<file path="src/rtl/irq_route_pkg.sv">
package irq_route_pkg;

    // bit 1 = controller enabled, bit 0 = pass-through selected
    typedef enum logic [1:0] {
        ST_OFF_ROUTED = 2'b00,
        ST_OFF_BYPASS = 2'b01,
        ST_ON_ROUTED  = 2'b10,
        ST_ON_BYPASS  = 2'b11
    } route_state_e;

    typedef enum logic {
        DLV_DIRECT  = 1'b0,
        DLV_DISTRIB = 1'b1
    } dlv_mode_e;

    localparam route_state_e RESET_STATE = ST_OFF_BYPASS;

endpackage

</file>
<file path="src/rtl/irq_route_fsm.sv">
module irq_route_fsm
    import irq_route_pkg::*;
(
    input  logic         clk,
    input  logic         rst_n,
    input  logic         en_we_i,
    input  logic         en_d_i,
    input  logic         byp_we_i,
    input  logic         byp_d_i,
    output route_state_e state_o
);

    route_state_e state_q;
    route_state_e state_d;
    logic         cur_en;
    logic         cur_byp;
    logic         nxt_en;
    logic         nxt_byp;

    // State register
    always_ff @(posedge clk or negedge rst_n) begin
        if (!rst_n) begin
            state_q <= RESET_STATE;
        end else begin
            state_q <= state_d;
        end
    end

    // Next-state: T_ENABLE / T_DISABLE / T_BYPASS_ON / T_BYPASS_OFF / T_BOTH / T_HOLD
    always_comb begin
        cur_en  = 1'b0;
        cur_byp = 1'b0;
        unique case (state_q)
            ST_OFF_ROUTED: begin cur_en = 1'b0; cur_byp = 1'b0; end
            ST_OFF_BYPASS: begin cur_en = 1'b0; cur_byp = 1'b1; end
            ST_ON_ROUTED:  begin cur_en = 1'b1; cur_byp = 1'b0; end
            ST_ON_BYPASS:  begin cur_en = 1'b1; cur_byp = 1'b1; end
            default:       begin cur_en = 1'b0; cur_byp = 1'b1; end
        endcase

        nxt_en  = en_we_i  ? en_d_i  : cur_en;
        nxt_byp = byp_we_i ? byp_d_i : cur_byp;

        unique case ({nxt_en, nxt_byp})
            2'b00:   state_d = ST_OFF_ROUTED;
            2'b01:   state_d = ST_OFF_BYPASS;
            2'b10:   state_d = ST_ON_ROUTED;
            default: state_d = ST_ON_BYPASS;
        endcase
    end

    assign state_o = state_q;

endmodule

</file>
<file path="src/rtl/irq_err_merge.sv">
module irq_err_merge #(
    parameter int ERR_W = 8
) (
    input  logic [ERR_W-1:0] flags_i,
    output logic             any_o
);

    always_comb begin
        any_o = 1'b0;
        for (int i = 0; i < ERR_W; i++) begin
            any_o = any_o | flags_i[i];
        end
    end

endmodule

</file>
<file path="src/rtl/irq_route_mux.sv">
module irq_route_mux
    import irq_route_pkg::*;
(
    input  route_state_e state_i,
    input  logic         legacy_i,
    input  logic         core0_i,
    input  logic         core1_i,
    input  logic         err_any_i,
    output logic         cpu0_o,
    output logic         cpu1_o,
    output logic         legacy_req_o,
    output logic         err_req_o
);

    // Output process, one arm per state
    always_comb begin
        cpu1_o       = core1_i;
        cpu0_o       = 1'b0;
        legacy_req_o = 1'b0;
        err_req_o    = 1'b0;
        unique case (state_i)
            ST_OFF_ROUTED, ST_OFF_BYPASS: begin
                cpu0_o = err_any_i;
            end
            ST_ON_BYPASS: begin
                cpu0_o    = legacy_i | core0_i;
                err_req_o = err_any_i;
            end
            ST_ON_ROUTED: begin
                cpu0_o       = core0_i;
                legacy_req_o = legacy_i;
                err_req_o    = err_any_i;
            end
            default: begin
                cpu0_o = err_any_i;
            end
        endcase
    end

endmodule

</file>
<file path="src/rtl/irq_bypass_router.sv">
module irq_bypass_router
    import irq_route_pkg::*;
#(
    parameter int ERR_W = 8
) (
    input  logic             clk,
    input  logic             rst_n,
    input  logic             en_we_i,
    input  logic             en_d_i,
    input  logic             byp_we_i,
    input  logic             byp_d_i,
    input  logic             legacy_irq_i,
    input  logic [ERR_W-1:0] err_flags_i,
    input  logic             core_cpu0_irq_i,
    input  logic             core_cpu1_irq_i,
    output logic             cpu0_irq_o,
    output logic             cpu1_irq_o,
    output logic             legacy_req_o,
    output logic             legacy_mode_o,
    output logic             err_req_o,
    output logic             err_mode_o,
    output logic             err_ext_o
);

    route_state_e state;
    logic         err_any;

    irq_route_fsm fsm_i (
        .clk      (clk),
        .rst_n    (rst_n),
        .en_we_i  (en_we_i),
        .en_d_i   (en_d_i),
        .byp_we_i (byp_we_i),
        .byp_d_i  (byp_d_i),
        .state_o  (state)
    );

    irq_err_merge #(.ERR_W(ERR_W)) merge_i (
        .flags_i (err_flags_i),
        .any_o   (err_any)
    );

    irq_route_mux mux_i (
        .state_i      (state),
        .legacy_i     (legacy_irq_i),
        .core0_i      (core_cpu0_irq_i),
        .core1_i      (core_cpu1_irq_i),
        .err_any_i    (err_any),
        .cpu0_o       (cpu0_irq_o),
        .cpu1_o       (cpu1_irq_o),
        .legacy_req_o (legacy_req_o),
        .err_req_o    (err_req_o)
    );

    assign err_ext_o     = err_any;
    assign legacy_mode_o = DLV_DISTRIB;
    assign err_mode_o    = DLV_DISTRIB;

endmodule

</file>
<file path="config.mk">
export PLATFORM = sky130hd
export DESIGN_NAME = irq_bypass_router
export DESIGN_NICKNAME = d
export VERILOG_FILES = /design/src/rtl/irq_route_pkg.sv /design/src/rtl/irq_route_fsm.sv /design/src/rtl/irq_err_merge.sv /design/src/rtl/irq_route_mux.sv /design/src/rtl/irq_bypass_router.sv
export SDC_FILE = /design/constraint.sdc
export NUM_CORES = 1
export LEC_CHECK = 0
export CAP_MARGIN = 40
export CORE_AREA = 2 2 39 41
export CTS_CLUSTER_SIZE = 14
export DETAILED_ROUTE_END_ITERATION = 10
export DIE_AREA = 0 0 41 43
export DONT_BUFFER_PORTS = 1
export GPL_ROUTABILITY_DRIVEN = 0
export SLEW_MARGIN = 20
export SYNTH_ARGS = -nofsm -noshare
export SYNTH_HDL_FRONTEND = slang
export SYNTH_SLANG_ARGS = --single-unit
</file>
<file path="constraint.sdc">
create_clock -name clk -period 1.3 [get_ports clk]
set_clock_uncertainty 0.15 [all_clocks]
set_input_delay 0.13 -clock clk [delete_from_list [all_inputs] [get_ports clk]]
set_output_delay 0.13 -clock clk [all_outputs]
set_load 0.05 [all_outputs]
</file>
==> results of run 1 <==
==> metal layers <==
metal  GRT usage (%)  vias up  wire (um)  share of wire, %
li1                -       70          -                 -
met1            2.88       65        102                28
met2            7.19       21        193                53
met3            3.14        0         70                19
met4            10.0        0          0                 0
met5               0        -          0                 0
==> stage by stage <==
stage | setup TNS (ns) | setup slack (ns) | cell area [um2] | instances | power (mW)
floorplan | -0.0831 | -0.0426 | 156 | 17 | 0.147
global placement | 0 | 0.0722 | 181 | 32 | 0.148
detailed placement | 0 | 0.0720 | 181 | 32 | 0.148
CTS | -0.221 | -0.114 | 274 | 42 | 0.334
global route | -0.318 | -0.145 | 278 | 42 | 0.346
finish | -0.176 | -0.0956 | 278 | 42 | 0.321
==> cells in the mapped netlist (all sizes together) <==
cell type / instances / area share, %
o21a: 1 / 5.1
nand2: 2 / 5.1
a21oi: 1 / 3.4
dfrtp: 1 / 17
mux2: 2 / 15
nor4: 2 / 8.5
and3b: 1 / 5.9
dfstp: 1 / 18
buf: 3 / 15
and2: 1 / 4.2
conb: 1 / 2.5
==> path summary, 6_finish.rpt <==
check | from | endpoint | slack (ns)
max | fsm_i.state_o[0]$_DFF_PN1_ | legacy_req_o | -0.1
min | core_cpu1_irq_i | cpu1_irq_o | 0.11
max reg2reg | fsm_i.state_o[1]$_DFF_PN0_ | fsm_i.state_o[1]$_DFF_PN0_ | 0.34
min reg2reg | fsm_i.state_o[1]$_DFF_PN0_ | fsm_i.state_o[1]$_DFF_PN0_ | 0.47
max in group asynchronous | rst_n | fsm_i.state_o[0]$_DFF_PN1_ | 0.28
min in group asynchronous | rst_n | fsm_i.state_o[1]$_DFF_PN0_ | 0.50
==> kinds of logic after synthesis <==
kind of cell | after synthesis
DFF | 2
AOI/OAI and AO/OA | 2
other | 1
muxes | 2
and+or+nand+nor | 6
buffers and inverters | 3
==> power groups by stage <==
stage               sequential, mW  combinational [mW]  clock, mW
finish                      0.0790              0.0869      0.156
global route                0.0811              0.0916      0.174
CTS                         0.0789              0.0859      0.169
detailed placement          0.0789              0.0692          0
global placement            0.0787              0.0689          0
floorplan                   0.0758              0.0717          0
==> critical path, stage by stage (launching register included) <==
cell and delay [ns]:
dfstp_2 0.54, and3b_1 0.20, buf_12 0.15
==> final cells by class <==
class	instances	area, um2	share of cell area, %
Multi-Input combinational cell	12	92.6	33.3
Timing Repair Buffer	8	87.6	31.5
Sequential cell	2	51.3	18.5
Clock buffer	4	26.3	9.46
Tap cell	16	20.0	7.21
==> timing repair <==
item,CTS,global route
hold buffers,6,0
gates resized for setup,1,1
endpoints found under the setup margin,2,3
pin swaps,0,1
endpoints found under the hold margin,4,0
cloned,0,0
==> flow_summary_export.csv, run 1 <==
group,metric,value,unit
outcome,outcome,"complete, but fails checks",
outcome,violations,"setup timing",
power_and_ir_drop,ir_drop,471,uV
logic_synthesis,synthesis.area,148,um2
cts,cts_setup_buffers,0,
floorplanning,initial_core_util,10.7,%
power_and_ir_drop,p_per_area,1160,nW/um2
final_layout,drive_gt1_share,46.2,%
timing,final.min_clock_period,1.40,ns
power_and_ir_drop,power_switching_share,31.1,%
floorplanning,die-area,1760,um2
critical_path,worstSetupStartpointType,"flop",
critical_path,cp_data_arrival_time,1.12,ns
routing,routed_wl,366,um
logic_synthesis,synth.yosys.seq_area_share,34.7,%
logic_synthesis,synth_seq_cells,2,
floorplanning,fp.dieW,41,um
timing,fin_ws,-0.0956,ns
global_route,grt_max_degree,6,
global_route,grt_pass1_wl,496,um
logic_synthesis,avgSynthCellArea,9.23,um2
critical_path,critPathMaxFanout,3,
global_route,grt_overflow,0,
cts,cts_tree,"done",
global_route,grt_pass1_vias,160,
min_path,hold_path_class,"input port to output port",
floorplanning,die_h,43,um
final_layout,nNetsFinal,44,
timing,finalCritPeriodShare,107,%
routing,first_pass_iters,1,
run,drv_cap,0,
final_layout,insertedDiodeCount,0,
final_layout,final_util,20.1,%
logic_synthesis,yosys.area_share.simple,23.7,%
global_route,antenna_found_initial,0,
logic_synthesis,syn_inst,16,
final_layout,layout_commonest_cell,"dlygate4sd3_1",
cts,clk_latency,0.22,ns
cts,cts_buffers,3,
logic_synthesis,synth_top_family_by_area,"simple AND/OR/NAND/NOR gates",
power_and_ir_drop,switchingPower,0.100,mW
power_and_ir_drop,p_int,0.221,mW
timing,slew_viol_final,0,
power_and_ir_drop,seqPwrFrac,24.6,%
power_and_ir_drop,clkPwrFrac,48.4,%
timing,setup-violations-final,2,
logic_synthesis,synth-compound-area-share,8.47,%
critical_path,critPathKind,"flop to output port",
critical_path,endpoint_kind,"output port",
routing,num_vias,156,
critical_path,required,1.02,ns
routing,drtAntennaViolNets,0,
logic_synthesis,synth_warnings,0,
floorplanning,coreArea,1380,um2
routing,via_per_inst,3.71,
floorplanning,ios,24,
final_layout,final_cell_mix,"dlygate4sd3_1, clkbuf_4, mux2_2, nor4_1, conb_1",
global_route,grt_usage,5.32,%
min_path,hold_path_depth,0,
cts,clk_pin_slew_worst_paths,0.03,ns
logic_synthesis,ys_types,11,
routing,drc,0,
place,io_buffers,0,
timing,holdWs,0.110,ns
cts,htreeDepth,1,
power_and_ir_drop,cellLeakagePower,0.108,nW
routing,drt_iter0_drc,0,
timing,hold_viol,0,
floorplanning,rows,14,
routing,wire_per_inst,8.71,um
critical_path,ff2ff_path_depth,1,
final_layout,largest_reg_flops,2,
cts,clock-sinks,2,
timing,rsz0062_at_grt,"yes",
final_layout,syn2layout_area_growth,88.1,%
logic_synthesis,synth_xor_area_share,0,%
cts,cts_buffer_depth,2,
timing,fmax,717,MHz
final_layout,fillCellCount,146,
logic_synthesis,synth_adder_area_share,0,%
cts,cts-root-buf,"clkbuf_4",
power_and_ir_drop,comb_power_share,27.0,%
logic_synthesis,synthMuxAreaShare,15.3,%
place,dp_hpwl,261,um
Power figures use the tool's default switching activity.
==> inputs of run 2 (changes only) <==
--- a/constraint.sdc
+++ b/constraint.sdc
@@ -3,3 +3,3 @@
 set_input_delay 0.13 -clock clk [delete_from_list [all_inputs] [get_ports clk]]
 set_output_delay 0.13 -clock clk [all_outputs]
-set_load 0.05 [all_outputs]
+set_load 0.005 [all_outputs]
==> run 2 against run 1 <==
The flow now finishes without violations. Critical path depth rose by 1. Maximum frequency rose by 8.5%. First-iteration DRC count did not move. Critical path type unchanged. Utilization fell by 2.8 points. Sequential share of layout area rose by 3.0 points. Combinational power fell by 59%. Clock power barely moved. Count of clock-buffer cells in the layout did not move. Largest cell class unchanged. Register-to-register slack improved by 0.02 ns. Non-clock buffer count fell by 2. Sequential cell count did not move. Setup slack improved by 0.11 ns.
==> flow_summary_export.csv, run 2 (synthesized netlist as in run 1, its figures left out) <==
group,metric,value,unit
floorplanning,die-area,1760,um2
critical_path,r2r-end,"fsm_i.state_o[1]$_DFF_PN0_",
timing,final.min_clock_period,1.29,ns
min_path,hold_path_depth,0,
floorplanning,rows,14,
timing,fmax,777,MHz
cts,cts_setup_buffers,0,
cts,cts-root-buf,"clkbuf_4",
timing,setup_tns,0,ns
timing,slew_viol_final,0,
critical_path,critPathMaxFanout,3,
critical_path,critPathKind,"flop to output port",
global_route,grt_overflow,0,
global_route,grt_usage,5.52,%
final_layout,drive_gt1_share,29.2,%
critical_path,endpoint_kind,"output port",
power_and_ir_drop,power.total,0.270,mW
timing,setup-violations-final,0,
critical_path,required,1.02,ns
global_route,grt_pass1_wl,510,um
power_and_ir_drop,cellLeakagePower,0.0921,nW
timing,rsz0062_at_grt,"yes",
timing,fin_ws,0.0135,ns
cts,cts_buffer_depth,2,
critical_path,crit_chain,"a21oi_2, nand2_1, o21a_1",
final_layout,largest_reg_flops,2,
global_route,antenna_found_initial,0,
power_and_ir_drop,ir_drop,433,uV
cts,clock-sinks,2,
final_layout,nNetsFinal,42,
min_path,whs_endpoint,"cpu1_irq_o",
final_layout,fillCellCount,150,
place,dpl_worst_slack,0.236,ns
critical_path,ff2ff_path_depth,1,
final_layout,syn2layout_area_growth,61.9,%
place,placed_area,149,um2
cts,clk_latency,0.22,ns
place,io_buffers,0,
final_layout,insertedDiodeCount,0,
cts,clk_pin_slew_worst_paths,0.03,ns
routing,drt_iter0_drc,0,
global_route,grt_pass1_vias,167,
min_path,hold_path_class,"input port to output port",
cts,htreeDepth,1,
critical_path,critPathBufInv,0,
critical_path,rr_startpoint,"fsm_i.state_o[1]$_DFF_PN0_",
routing,first_pass_iters,1,
timing,finalCritPeriodShare,99.0,%
final_layout,fin_area,239,um2
global_route,grt_max_degree,6,
floorplanning,fp.dieW,41,um
floorplanning,coreArea,1380,um2
routing,via_per_inst,3.85,
final_layout,final_cell_mix,"dlygate4sd3_1, clkbuf_4",
critical_path,slowest_delay,0.54,ns
floorplanning,initial_core_util,10.7,%
floorplanning,ios,24,
critical_path,cp_data_arrival_time,1.01,ns
critical_path,reg2reg_slack,0.36,ns
min_path,min_from,"core_cpu1_irq_i",
place,dp_hpwl,260,um
timing,hold_viol,0,
cts,cts_buffers,3,
routing,drc,0,
run,drv_cap,0,
cts,cts_tree,"done",
critical_path,worstSetupStartpointType,"flop",
critical_path,cp_slowest_cell,"dfstp_2",
floorplanning,die_h,43,um
routing,wire_per_inst,9.10,um
routing,routed_wl,364,um
final_layout,layout_commonest_cell,"dlygate4sd3_1",
routing,drtAntennaViolNets,0,
outcome,outcome,"finished clean",
critical_path,crit_family,"flip-flops",
routing,num_vias,154,
final_layout,final_util,17.3,%
power_and_ir_drop,p_per_area,1130,nW/um2
## run 2: per-stage QoR
stage | cells | hold WS [ns]
final | 40 | 0.110
after global routing | 40 | 0.110
after detailed placement | 30 | -0.316
after floorplan | 17 | -0.316
after global placement | 30 | -0.316
after CTS | 40 | 0.110
## run 2: final cells by class
| cell class | count | area (um2) | share of cell area, % |
|---|---|---|---|
| multi-input combinational | 12 | 81.3 | 34.0 |
| timing repair buffer | 6 | 60.1 | 25.1 |
| sequential | 2 | 51.3 | 21.5 |
| clock buffer | 4 | 26.3 | 11.0 |
| tap | 16 | 20.0 | 8.38 |
## run 2: worst max-delay path by stage
stage | startpoint | end | slack [ns] | depth (start not counted)
final | fsm_i.state_o[0]$_DFF_PN1_ | cpu0_irq_o | 0.01 | 3
after global routing | fsm_i.state_o[0]$_DFF_PN1_ | cpu0_irq_o | -0.06 | 3
after CTS | fsm_i.state_o[0]$_DFF_PN1_ | cpu0_irq_o | -0.004 | 3
after detailed placement | fsm_i.state_o[0]$_DFF_PN1_ | cpu0_irq_o | 0.24 | 3
after global placement | fsm_i.state_o[0]$_DFF_PN1_ | cpu0_irq_o | 0.24 | 3
after floorplan | fsm_i.state_o[0]$_DFF_PN1_ | cpu0_irq_o | 0.28 | 3
## run 2: where the power goes
part           internal [mW]  leakage (nW)  total, mW  switching, mW
clock network          0.114        0.0150      0.156         0.0412
registers             0.0715        0.0222     0.0785        0.00702
logic                 0.0245        0.0550     0.0354         0.0109
## run 2: what timing repair did
action | in CTS | in global routing
gates cloned | 0 | 0
endpoints found under the setup margin | 1 | 1
hold buffers | 6 | 0
endpoints found under the hold margin | 4 | 0
gates resized for setup | 1 | 0
pin swaps | 1 | 0
## run 2: metal layers
metal	up-vias	global-route usage [%]	part of all wire, %
li1	67	-	-
met1	65	2.88	29
met2	22	7.81	57
met3	0	3.14	14
met4	0	10.0	0
met5	-	0	0
